### src/rtl/tmr_pkg.sv
package tmr_pkg;
    localparam int CNT_W    = 16;
    localparam int PSC_W    = 8;
    localparam int DATA_W   = 32;
    localparam int CH_SHIFT = 5;
    localparam int SEL_W    = 3;

    localparam int CTRL_RUN = 0;
    localparam int CTRL_OS  = 1;
    localparam int CTRL_IE  = 2;

    typedef enum logic [SEL_W-1:0] {
        SEL_CTRL = 3'd0,
        SEL_STAT = 3'd1,
        SEL_IVAL = 3'd2,
        SEL_CNT  = 3'd3,
        SEL_DIV  = 3'd4
    } reg_sel_e;

    typedef struct packed {
        logic [PSC_W-1:0] phase;
        logic [PSC_W-1:0] div_act;
        logic [PSC_W-1:0] div_sh;
    } div_state_t;

    typedef struct packed {
        logic             run;
        logic             oneshot;
        logic             ie;
        logic             flag;
        logic [CNT_W-1:0] cnt;
        logic [CNT_W-1:0] ival_act;
        logic [CNT_W-1:0] ival_sh;
    } chn_state_t;
endpackage

### src/rtl/tmr_apb_decode.sv
module tmr_apb_decode
    import tmr_pkg::*;
#(
    parameter int N_CH   = 2,
    parameter int ADDR_W = 8,
    localparam int CH_W  = ADDR_W - CH_SHIFT
) (
    input  logic              psel,
    input  logic              penable,
    input  logic              pwrite,
    input  logic [ADDR_W-1:0] paddr,
    output logic              wr_ok,
    output logic              rd_ok,
    output logic              bad,
    output logic [CH_W-1:0]   ch_idx,
    output reg_sel_e          sel
);
    logic access;
    logic mapped;
    logic ch_in_range;

    assign access      = psel && penable;
    assign ch_idx      = paddr[ADDR_W-1:CH_SHIFT];
    assign sel         = reg_sel_e'(paddr[CH_SHIFT-1:2]);
    assign ch_in_range = (32'(ch_idx) < 32'(N_CH));
    assign mapped      = ch_in_range && (paddr[1:0] == 2'b00)
                         && (paddr[CH_SHIFT-1:2] <= SEL_DIV);

    assign wr_ok = access && mapped && pwrite;
    assign rd_ok = access && mapped && !pwrite;
    assign bad   = access && !mapped;
endmodule

### src/rtl/tmr_prescaler.sv
module tmr_prescaler
    import tmr_pkg::*;
(
    input  logic             clk,
    input  logic             rst_n,
    input  logic             run,
    input  logic             tick_en,
    input  logic             wr_div,
    input  logic [PSC_W-1:0] wr_val,
    output logic             tick,
    output logic [PSC_W-1:0] div_shadow
);
    div_state_t s_d, s_q;
    logic       wrap;

    assign wrap       = (s_q.phase == s_q.div_act);
    assign tick       = run && tick_en && wrap;
    assign div_shadow = s_q.div_sh;

    always_comb begin
        s_d = s_q;
        if (!run) begin
            s_d.phase   = '0;
            s_d.div_act = s_q.div_sh;
        end else if (tick_en) begin
            if (wrap) begin
                s_d.phase   = '0;
                s_d.div_act = s_q.div_sh;
            end else begin
                s_d.phase = s_q.phase + 1'b1;
            end
        end
        if (wr_div) begin
            s_d.div_sh = wr_val;
        end
    end

    always_ff @(posedge clk or negedge rst_n) begin
        if (!rst_n) begin
            s_q <= '0;
        end else begin
            s_q <= s_d;
        end
    end

    // the phase never passes the active divider setting
    p_phase_bound_r3: assert property (@(posedge clk) disable iff (!rst_n)
        s_q.phase <= s_q.div_act);

    // a stopped channel restarts its divider phase from zero
    p_idle_phase_r11: assert property (@(posedge clk) disable iff (!rst_n)
        !run |=> s_q.phase == '0);
endmodule

### src/rtl/tmr_channel.sv
module tmr_channel
    import tmr_pkg::*;
(
    input  logic              clk,
    input  logic              rst_n,
    input  logic              tick_en,
    input  logic              wr_ctrl,
    input  logic              wr_stat,
    input  logic              wr_ival,
    input  logic              wr_div,
    input  logic [CNT_W-1:0]  wdata,
    output logic [DATA_W-1:0] rd_ctrl,
    output logic [DATA_W-1:0] rd_stat,
    output logic [DATA_W-1:0] rd_ival,
    output logic [DATA_W-1:0] rd_cnt,
    output logic [DATA_W-1:0] rd_div,
    output logic              irq
);
    chn_state_t       s_d, s_q;
    logic             tick;
    logic             match;
    logic [CNT_W-1:0] nxt;
    logic [PSC_W-1:0] div_shadow;

    tmr_prescaler u_div (
        .clk        (clk),
        .rst_n      (rst_n),
        .run        (s_q.run),
        .tick_en    (tick_en),
        .wr_div     (wr_div),
        .wr_val     (wdata[PSC_W-1:0]),
        .tick       (tick),
        .div_shadow (div_shadow)
    );

    assign nxt = s_q.cnt + 1'b1;

    always_comb begin
        s_d   = s_q;
        match = 1'b0;
        if (!s_q.run) begin
            s_d.ival_act = s_q.ival_sh;
        end else if (tick) begin
            if (nxt == s_q.ival_act) begin
                match        = 1'b1;
                s_d.ival_act = s_q.ival_sh;
                if (s_q.oneshot) begin
                    s_d.cnt = nxt;
                    s_d.run = 1'b0;
                end else begin
                    s_d.cnt = '0;
                end
            end else begin
                s_d.cnt = nxt;
            end
        end
        if (wr_stat && wdata[0]) begin
            s_d.flag = 1'b0;
        end
        if (match) begin
            s_d.flag = 1'b1;
        end
        if (wr_ctrl) begin
            s_d.run     = wdata[CTRL_RUN];
            s_d.oneshot = wdata[CTRL_OS];
            s_d.ie      = wdata[CTRL_IE];
            if (wdata[CTRL_RUN] && !s_q.run) begin
                s_d.cnt = '0;
            end
        end
        if (wr_ival) begin
            s_d.ival_sh = wdata;
        end
    end

    always_ff @(posedge clk or negedge rst_n) begin
        if (!rst_n) begin
            s_q <= '0;
        end else begin
            s_q <= s_d;
        end
    end

    assign irq     = s_q.flag && s_q.ie;
    assign rd_ctrl = {{(DATA_W-3){1'b0}}, s_q.ie, s_q.oneshot, s_q.run};
    assign rd_stat = {{(DATA_W-1){1'b0}}, s_q.flag};
    assign rd_ival = {{(DATA_W-CNT_W){1'b0}}, s_q.ival_sh};
    assign rd_cnt  = {{(DATA_W-CNT_W){1'b0}}, s_q.cnt};
    assign rd_div  = {{(DATA_W-PSC_W){1'b0}}, div_shadow};

    // ticks come only from a running channel on a qualified cycle
    p_tick_gate_r4: assert property (@(posedge clk) disable iff (!rst_n)
        tick |-> (s_q.run && tick_en));

    // a match always leaves the flag set
    p_flag_on_match_r5: assert property (@(posedge clk) disable iff (!rst_n)
        match |=> s_q.flag);

    // periodic match restarts from zero and keeps running
    p_reload_r6: assert property (@(posedge clk) disable iff (!rst_n)
        (match && !s_q.oneshot && !wr_ctrl) |=> (s_q.cnt == '0 && s_q.run));

    // one-shot match stops the channel at the interval
    p_oneshot_stop_r7: assert property (@(posedge clk) disable iff (!rst_n)
        (match && s_q.oneshot && !wr_ctrl) |=> (!s_q.run && s_q.cnt == $past(s_q.ival_act)));

    // a clearing write without a coincident match drops the flag
    p_w1c_r9: assert property (@(posedge clk) disable iff (!rst_n)
        (wr_stat && wdata[0] && !match) |=> !s_q.flag);

    // a stopped channel keeps its count
    p_hold_r11: assert property (@(posedge clk) disable iff (!rst_n)
        (!s_q.run && !wr_ctrl) |=> $stable(s_q.cnt));
endmodule

### src/rtl/dual_timer_apb.sv
module dual_timer_apb
    import tmr_pkg::*;
#(
    parameter int N_CH   = 2,
    parameter int ADDR_W = 8,
    localparam int CH_W  = ADDR_W - CH_SHIFT
) (
    input  logic              pclk,
    input  logic              presetn,
    input  logic              psel,
    input  logic              penable,
    input  logic              pwrite,
    input  logic [ADDR_W-1:0] paddr,
    input  logic [DATA_W-1:0] pwdata,
    input  logic              tick_en,
    output logic [DATA_W-1:0] prdata,
    output logic              pready,
    output logic              pslverr,
    output logic [N_CH-1:0]   irq
);
    logic            wr_ok;
    logic            rd_ok;
    logic            bad;
    logic [CH_W-1:0] ch_idx;
    reg_sel_e        sel;
    logic            unused_wdata_hi;

    logic [DATA_W-1:0] rd_ctrl [N_CH];
    logic [DATA_W-1:0] rd_stat [N_CH];
    logic [DATA_W-1:0] rd_ival [N_CH];
    logic [DATA_W-1:0] rd_cnt  [N_CH];
    logic [DATA_W-1:0] rd_div  [N_CH];

    assign unused_wdata_hi = ^pwdata[DATA_W-1:CNT_W];

    tmr_apb_decode #(.N_CH(N_CH), .ADDR_W(ADDR_W)) u_dec (
        .psel    (psel),
        .penable (penable),
        .pwrite  (pwrite),
        .paddr   (paddr),
        .wr_ok   (wr_ok),
        .rd_ok   (rd_ok),
        .bad     (bad),
        .ch_idx  (ch_idx),
        .sel     (sel)
    );

    for (genvar c = 0; c < N_CH; c++) begin : g_ch
        logic hit;
        assign hit = wr_ok && (ch_idx == CH_W'(c));

        tmr_channel u_chn (
            .clk     (pclk),
            .rst_n   (presetn),
            .tick_en (tick_en),
            .wr_ctrl (hit && sel == SEL_CTRL),
            .wr_stat (hit && sel == SEL_STAT),
            .wr_ival (hit && sel == SEL_IVAL),
            .wr_div  (hit && sel == SEL_DIV),
            .wdata   (pwdata[CNT_W-1:0]),
            .rd_ctrl (rd_ctrl[c]),
            .rd_stat (rd_stat[c]),
            .rd_ival (rd_ival[c]),
            .rd_cnt  (rd_cnt[c]),
            .rd_div  (rd_div[c]),
            .irq     (irq[c])
        );
    end

    always_comb begin
        prdata = '0;
        for (int c = 0; c < N_CH; c++) begin
            if (rd_ok && ch_idx == CH_W'(c)) begin
                case (sel)
                    SEL_CTRL: prdata = rd_ctrl[c];
                    SEL_STAT: prdata = rd_stat[c];
                    SEL_IVAL: prdata = rd_ival[c];
                    SEL_CNT:  prdata = rd_cnt[c];
                    SEL_DIV:  prdata = rd_div[c];
                    default:  prdata = '0;
                endcase
            end
        end
    end

    assign pready  = 1'b1;
    assign pslverr = bad;

    // an error response only appears in an access phase
    p_err_access_r13: assert property (@(posedge pclk) disable iff (!presetn)
        pslverr |-> (psel && penable));

    // an error response never carries read data
    p_err_no_data_r13: assert property (@(posedge pclk) disable iff (!presetn)
        pslverr |-> (prdata == '0));
endmodule

### config.mk
export PLATFORM = sky130hd
export DESIGN_NAME = dual_timer_apb
export DESIGN_NICKNAME = d
export VERILOG_FILES = /design/src/rtl/tmr_pkg.sv /design/src/rtl/tmr_apb_decode.sv /design/src/rtl/tmr_prescaler.sv /design/src/rtl/tmr_channel.sv /design/src/rtl/dual_timer_apb.sv
export SDC_FILE = /design/constraint.sdc
export NUM_CORES = 1
export LEC_CHECK = 0
export ABC_CLOCK_PERIOD_IN_PS = 9400
export CORE_MARGIN = 2
export CORE_UTILIZATION = 25
export CTS_CLUSTER_DIAMETER = 80
export DETAILED_ROUTE_END_ITERATION = 10
export HOLD_SLACK_MARGIN = 0.1
export PLACE_DENSITY_LB_ADDON = 0.2
export SYNTH_ARGS = -nofsm -noshare
export SYNTH_HDL_FRONTEND = slang
export SYNTH_SLANG_ARGS = --single-unit
export TNS_END_PERCENT = 20
### constraint.sdc
create_clock -name pclk -period 9.4 [get_ports pclk]
set_clock_uncertainty 0.2 [all_clocks]
set_input_delay 2.35 -clock pclk [delete_from_list [all_inputs] [get_ports pclk]]
set_output_delay 2.35 -clock pclk [all_outputs]
set_load 0.01 [all_outputs]
# Word level (Yosys, flattened, before mapping)
# Cells that the tools add are included.
[word_totals]
in_bits = 46
ff_bits = 152
elab_cells = 133
output_inout_bits = 36
[classes]
mux = 48
add_sub_neg = 4
reduce_logical = 42
n_lt_le_gt_ge = 2
eq_ne = 17
[op_table]
columns = ["operator", "count"]
rows = [
  ["16-bit 2-to-1 mux", 19],
  ["16-bit case mux with 5 select lines", 2],
  ["32-bit 2-to-1 mux", 3],
  ["16-bit by 1-bit adder with 16-bit output, second input constant", 2],
  ["16-bit == test", 2],
  ["8-bit 2-to-1 mux", 4],
  ["1-bit logical AND", 29],
  ["1-bit 2-to-1 mux", 18],
  ["8-bit by 1-bit adder with 8-bit output, second input constant", 2],
  ["8-bit == test", 2],
  ["2-bit inequality test, second input constant", 8],
  ["2-bit AND reduction", 4],
  ["3-bit by 1-bit == test with 1-bit output, second input constant", 2],
  ["3-bit by 2-bit == test with 1-bit output, second input constant", 2],
  ["3-bit zero test", 2],
  ["3-bit 2-to-1 mux", 2],
  ["1-bit zero test", 4],
  ["2-bit nonzero test", 2],
  ["3-bit == test, second input constant", 1],
  ["3-bit less-or-equal comparator, second input constant", 1],
  ["3-bit by 2-bit < comparator with 1-bit output, second input constant", 1],
  ["2-bit zero test", 1],
]

# Logic depth before layout (Yosys ltp)
# Gate-level depths: netlist (run 1).
[logic_depth]
word_depth = 10
depth_mapped = 12
ltp_nobuf = 9

# Hierarchy
# From an unflattened synthesis (run 1), not the netlist that was laid out.
[hier_totals]
hier_cells = 1472
area_unflattened_um2 = 13505.5
[by_module_without_submodules]
columns = ["module", "cells_per_inst", "seq_area_each_um2", "instances", "area_each_um2"]
rows = [
  ["tmr_channel", 411, 1301.2, 2, 3867.5],
  ["dual_timer_apb", 413, 0.0, 1, 3165.5],
  ["tmr_prescaler", 112, 600.6, 2, 1252.5],
  ["tmr_apb_decode", 13, 0.0, 1, 100.1],
]

# Least setup slack after synthesis (run 1)
# No wires, ideal clock.
[synth_path]
path_kind = "input to output"
from = "input paddr[2]"
to = "output prdata[7]"
required_time_ps = 6850
path_buffers = 3
t_arrival_ps = 3880
cell_stages = 7
path_slack_ps = 2970
path_cell_list = "clkbuf_1 > clkbuf_1 > clkbuf_1 > mux2i_1 > nor2_1 > a21oi_1 > a211oi_1"
[synth_between]
elab_chain_cells = 7
elab_cells_between_ends = 15
cone_classes = "order compare (1); eq/ne (4); mux (4); reduce/logical (6)"
[synth_lines]
columns = ["element", "line", "rtl"]
rows = [
  ["from (decl)", "dual_timer_apb.sv:13", "input logic [ADDR_W-1:0] paddr,"],
  ["3-bit less-or-equal comparator", "tmr_apb_decode.sv:27", "&& (paddr[CH_SHIFT-1:2] <= SEL_DIV);"],
  ["1-bit logical AND", "tmr_apb_decode.sv:27", ""],
  ["1-bit logical AND (2 in series)", "tmr_apb_decode.sv:30", "assign rd_ok = access && mapped && !pwrite;"],
  ["1-bit logical AND", "dual_timer_apb.sv:73", "if (rd_ok && ch_idx == CH_W'(c)) begin"],
  ["16-bit 2-to-1 mux", "dual_timer_apb.sv:73", ""],
  ["32-bit 2-to-1 mux (*)", "dual_timer_apb.sv:73", ""],
  ["to (decl)", "dual_timer_apb.sv:16", "output logic [DATA_W-1:0] prdata,"],
]
# Mark *: on every way between the ends. The rest lies on a longest branch, timed or not.

# Worst setup path after layout (run 1)
[layout_path]
from = "input paddr[3]"
to = "output prdata[14]"
# Same word-level chain as after synthesis.

==> impl_metrics.csv, run 1 <==
group,metric,value,unit
floorplanning,fp.dieH,192,um
layout,finalNetCount,906,
place,port_buffers,48,
critical_path,cp.arrival,5.37,ns
hold_path,min_from,"g_ch[0].u_chn.rd_ival[2]",
hold_path,hold_depth,1,
critical_path,worstSetupEndpointType,"output port",
clock_tree,cts_setup_buffers,0,
hold_path,hold_path.class,"reg -> reg",
floorplanning,start_util,25.4,%
sta,post-route-min-period,7.92,ns
run,drv_cap,0,
power_and_ir_drop,powerDensity,143,mW/mm2
clock_tree,clock_latency,0.43,ns
run_status,status,"finished clean",
floorplanning,rows,68,
critical_path,reg2reg_from,"g_ch[1].u_chn.rd_cnt[0]",
layout,diodes,0,
critical_path,path_class,"in -> out",
hold_path,min_to,"g_ch[0].u_chn.s_q[18]",
clock_tree,holdBufCountCts,0,
detailed_routing,via_per_inst,4.85,
place,dpl_cell_area,0.00956,mm2
global_routing,grt_max_degree,85,
synth,yosysUniqueCellTypes,76,
floorplanning,core,0.0346,mm2
clock_tree,post_cts_resized,0,
global_routing,grt_pass1_vias,6506,
clock_tree,cts_root_buffer,"clkbuf_16",
critical_path,reg2reg_depth,9,
sta,relSlewSlack,30.4,%
synth,avgSynthCellArea,10.4,um2
synth,synth_most_common_cell,"dfrtp_1",
critical_path,start_kind,"primary input",
global_routing,gr-usage-all-layers,13.9,%
sta,fmax,0.126,GHz
synth,synth_edf_count,0,
clock_tree,numCtsBuffers,17,
layout,final_cell_area,0.0102,mm2
sta,tns,0,ns
synth,synth_top_area_cell,"dfrtp_1",
layout,seq_area,0.00380,mm2
synth,ys_seq_area_share,43.2,%
detailed_routing,wl_per_cell,18.4,um
sta,whs,0.322,ns
place,pre_cts_slack,1.50,ns
sta,finalSetupViolCount,0,
global_routing,antenna_found_initial,0,
detailed_routing,ant_nets,0,
sta,tightestPinTransition,1.04,ns
layout,synthToLayoutAreaGrowth,15.7,%
global_routing,grt_overflow,0,
critical_path,worstReg2RegEnd,"g_ch[1].u_chn.s_q[26]",
detailed_routing,routed_wl,24300,um
synth,syn_area,0.00880,mm2
floorplanning,pin_count,82,
sta,hold_viol,0,
synth,synthTopCellsByCount,"dfrtp_1 (152), mux2_2 (98), nor2_1 (71)",
synth,synth_seq_cells,152,
clock_tree,clk_pin_slew_worst_paths,0.07,ns
global_routing,grt_pass1_wl,39100,um
sta,drv_slew,0,
power_and_ir_drop,total_power,1.46,mW
synth,synth_top_area_share,43.2,%
synth,synth_cells,845,
detailed_routing,drt_iter0_drc,423,
layout,nFillCells,3586,
place,dpl.hpwl,17200,um
power_and_ir_drop,ir_drop,124,uV
synth,synth_flop_cell,"dfrtp_1",
layout,layout-drive-gt1-share,19.3,%
synth,yosys-top-cells-area,"dfrtp_1 (43%), mux2_2 (13%), xnor2_1 (5.4%), nor2_1 (3.0%), nand2_1 (2.1%)",
detailed_routing,dr.pass1.iters,5,
detailed_routing,vias,6424,
floorplanning,die_w,192,um
sta,setup_ws,1.48,ns
critical_path,setup.worst_path.start,"paddr[3]",
detailed_routing,drc,0,
clock_tree,htree_num_levels,4,
critical_path,r2r_setup_slack,5.19,ns
critical_path,cp_max_fo,14,
clock_tree,tritoncts,"yes",
layout,multiInputGateArea,0.00462,mm2
sta,finalCritPeriodShare,84.3,%
sta,rsz0062_at_grt,"no",
synth,yosys_warnings,0,
critical_path,crit_required,6.85,ns
place,gp_congestion,0.832,
clock_tree,cts.path.max_buffers,2,
clock_tree,cts.sinks,152,
synth,async_reset_ff_share,100,%
floorplanning,dieArea,0.0367,mm2
power_and_ir_drop,leakage,4.30,nW
## placed cells by master, fill, tap and decap left out, types with 5 or more instances in the layout
cell / instances
a211oi_1: 10
a21oi_1: 19
a221oi_1: 5
a22oi_1: 5
a31oi_1: 8
a32oi_1: 9
and2_1: 12
and3_1: 15
buf_4: 5
clkbuf_16: 17
clkdlybuf4s50_1: 46
conb_1: 17
dfrtp_1: 152
inv_1: 14
mux2_2: 98
mux2_4: 11
mux2i_1: 18
mux4_2: 6
nand2_1: 49
nand3_1: 30
nand3b_1: 6
nand4_1: 22
nor2_1: 71
nor2b_1: 6
nor3_1: 12
nor4_1: 8
o211ai_1: 5
o21ai_0: 20
o31ai_1: 11
or3_1: 6
xnor2_1: 54
xor2_1: 21
## layout make-up
| class | instances | share of cell area [%] |
|---|---|---|
| repair buffers | 53 | 5.05 |
| inverters | 15 | 0.553 |
| clock inverters | 13 | 1.66 |
| flip-flops and latches | 152 | 37.4 |
| multi-input cells | 617 | 45.3 |
| well taps | 455 | 5.59 |
| clock buffers | 19 | 4.45 |
## cell families after synthesis
| kind of cell | synth area share (%) |
|---|---|
| and+or+nand+nor | 15.3 |
| DFF | 43.2 |
| muxes | 18.0 |
| AOI/OAI and AO/OA | 10.1 |
| buffers and inverters | 5.10 |
| xor gates and xnor gates | 7.65 |
| adders and majority gates | 0.569 |
| other | 0.0853 |
## worst max-delay path by stage
stage                            end  slack (ns)
after floorplan            prdata[7]        2.97
after detailed placement  prdata[14]        1.50
after global placement    prdata[13]        1.53
after CTS                 prdata[14]        1.50
final                     prdata[14]        1.48
after global routing      prdata[14]        1.30
## worst max-delay path, cell delays in order
cell             delay [ns]
clkdlybuf4s50_1        0.74
o21ai_0                0.37
nand3_1                0.19
or2_2                  0.46
nor2_1                 0.33
nand2_1                0.12
o22ai_1                0.25
clkdlybuf4s50_1        0.57
## report_power, final
group	internal (mW)	total, mW	switching [mW]
clock network	0.435	0.733	0.298
logic	0.0221	0.0656	0.0435
registers	0.656	0.659	0.00285
total	1.11	1.46	0.344
## state kept, by name, summed over array words and instances, names as in the netlist
name and flops:
g_ch.u_chn.rd_stat 2, g_ch.u_chn.rd_ctrl 6, g_ch.u_chn.s_q 32, g_ch.u_chn.u_div.div_shadow 16, g_ch.u_chn.rd_ival 32, g_ch.u_chn.u_div.s_q 32, g_ch.u_chn.rd_cnt 32
## per-stage QoR
step	instances	util [%]
6_report	1324	29.4
5_1_grt	1324	29.4
4_1_cts	1324	29.4
3_5_place_dp	1292	27.6
3_3_place_gp	1292	27.6
2_1_floorplan	860	-
## routing by layer
layer / GRT usage [%] / up-vias / wire [um]
li1: - / 3036 / -
met5: 0 / - / 0
met2: 20.3 / 128 / 10300
met4: 3.34 / 0 / 292
met3: 2.67 / 17 / 899
met1: 20.9 / 3243 / 12900
No activity file was read; power rests on OpenSTA's default activity.
==> inputs of run 2 (changes only) <==
Settings changed: ABC_CLOCK_PERIOD_IN_PS 9400 to 6380.
Clock period 9.4 ns to 6.38 ns, I/O delays scaled along.
==> run 2 against run 1 <==
Net effect:
- sequential cell count did not move
- hold slack better by 0.0018 ns
- via count barely moved
- combinational power up 52%
- critical path depth fell by 1
- core utilization rose by 0.051 points
- sequential share of layout area down 0.064 points
- die area stayed put
- clock power rose by 35%
- first-iteration DRC count is 12% lower
- global-route usage is 0.063 points lower
- final area grew 0.17%
- critical path type unchanged
- critical endpoint unchanged
==> impl_metrics.csv, run 2 (synthesis results as in run 1) <==
group,metric,value,unit
hold_path,hold_path.class,"reg -> reg",
critical_path,cp_max_fo,10,
global_routing,antenna_found_initial,0,
layout,layout_commonest_cell,"dfrtp_1",
detailed_routing,via_per_inst,4.82,
clock_tree,clk_pin_slew_worst_paths,0.06,ns
global_routing,grt_pass1_wl,38800,um
floorplanning,rows,68,
layout,final_cell_area,0.0102,mm2
clock_tree,htree_num_levels,4,
layout,finalNetCount,916,
critical_path,start_kind,"primary input",
clock_tree,tritoncts,"yes",
sta,finalCritPeriodShare,95.2,%
sta,relSlewSlack,34.3,%
power_and_ir_drop,ir_drop,180,uV
critical_path,cp.arrival,4.28,ns
clock_tree,cts_root_buffer,"clkbuf_16",
sta,whs,0.324,ns
layout,diodes,0,
floorplanning,pin_count,82,
detailed_routing,drt_iter0_drc,372,
detailed_routing,dr.pass1.iters,5,
floorplanning,dieArea,0.0367,mm2
clock_tree,clock_latency,0.43,ns
clock_tree,holdBufCountCts,0,
run,drv_cap,0,
critical_path,crit_required,4.59,ns
sta,finalSetupViolCount,0,
layout,fin_cells,1334,
global_routing,grt_overflow,0,
layout,synthToLayoutAreaGrowth,15.9,%
place,dpl_cell_area,0.00963,mm2
power_and_ir_drop,total_power,2.06,mW
critical_path,worstSetupEndpointType,"output port",
detailed_routing,vias,6430,
sta,rsz0062_at_grt,"no",
sta,tns,0,ns
place,gp_congestion,0.796,
floorplanning,die_w,192,um
detailed_routing,drc,0,
place,port_buffers,48,
sta,tightestPinTransition,0.986,ns
floorplanning,fp.dieH,192,um
sta,drv_slew,0,
layout,layout_common_cells,"dfrtp_1 (152), mux2_2 (98), nor2_1 (71), xnor2_1 (54), nand2_1 (49)",
run_status,status,"finished clean",
clock_tree,cts.path.max_buffers,2,
clock_tree,cts_setup_buffers,0,
sta,post-route-min-period,6.07,ns
layout,layout-drive-gt1-share,20.1,%
global_routing,grt_max_degree,75,
critical_path,path_class,"in -> out",
detailed_routing,ant_nets,0,
power_and_ir_drop,powerDensity,202,mW/mm2
detailed_routing,wl_per_cell,18.3,um
floorplanning,core,0.0346,mm2
floorplanning,start_util,25.4,%
place,dpl.hpwl,17500,um
sta,fmax,0.165,GHz
global_routing,grt_pass1_vias,6480,
clock_tree,cts.sinks,152,
clock_tree,numCtsBuffers,17,
global_routing,gr-usage-all-layers,13.8,%
detailed_routing,routed_wl,24400,um
power_and_ir_drop,leakage,4.32,nW
clock_tree,post_cts_resized,0,
sta,hold_viol,0,
place,dp_cells,1302,
-- run 2: cell count changes in the layout (fill, tap and decap cells not counted), sizes merged --
cell,change
buf,+10
bufinv,-2
clkinv,+1
clkinvlp,+1
-- run 2: worst paths after layout --
| kind | start | endpoint | slack (ns) | cells past startpoint |
|---|---|---|---|---|
| min in group asynchronous | presetn | g_ch[0].u_chn.u_div.s_q[21] | 0.98 | 1 |
| max reg2reg | g_ch[1].u_chn.rd_cnt[0] | g_ch[1].u_chn.s_q[26] | 2.17 | 9 |
| min | g_ch[1].u_chn.s_q[24] | g_ch[1].u_chn.s_q[24] | 0.32 | 1 |
| max in group asynchronous | presetn | g_ch[1].u_chn.u_div.div_shadow[1] | 3.95 | 2 |
| min reg2reg | g_ch[1].u_chn.s_q[24] | g_ch[1].u_chn.s_q[24] | 0.32 | 1 |
| max | paddr[1] | prdata[14] | 0.31 | 7 |
-- run 2: final cells by class --
class | count | area, um2
Timing Repair Buffer | 63 | 589
Inverter | 15 | 56.3
Fill cell | 3633 | 24400
Multi-Input combinational cell | 617 | 4620
Clock inverter | 13 | 121
Clock buffer | 19 | 443
Sequential cell | 152 | 3800
Tap cell | 455 | 569
-- run 2: where the power goes --
part | total, mW | internal, mW | leakage (nW) | switching, mW
clock | 0.986 | 0.550 | 0.262 | 0.436
combinational | 0.100 | 0.0354 | 1.95 | 0.0646
sequential | 0.971 | 0.966 | 2.11 | 0.00440
total | 2.06 | 1.55 | 4.32 | 0.505
-- run 2: layer usage --
metal	vias up	part of all wire, %	track usage (%)
li1	3052	-	-
met1	3220	52	20.7
met2	142	43	20.4
met3	16	4.0	2.63
met4	0	0.75	3.34
met5	-	0	0
-- run 2: per-stage QoR --
| stage | setup slack, ns | utilization (%) |
|---|---|---|
| floorplan | 1.46 | - |
| global route | 0.114 | 29.5 |
| finish | 0.308 | 29.5 |
| detailed placement | 0.270 | 27.8 |
| CTS | 0.267 | 29.5 |
| global placement | 0.271 | 27.8 |
-- run 2: critical path, stage by stage --
cell	delay, ns
clkdlybuf4s50_1	0.53
nor4_1	0.36
nand3_1	0.20
or2_2	0.46
or3_1	0.40
o22ai_1	0.16
clkdlybuf4s50_1	0.56
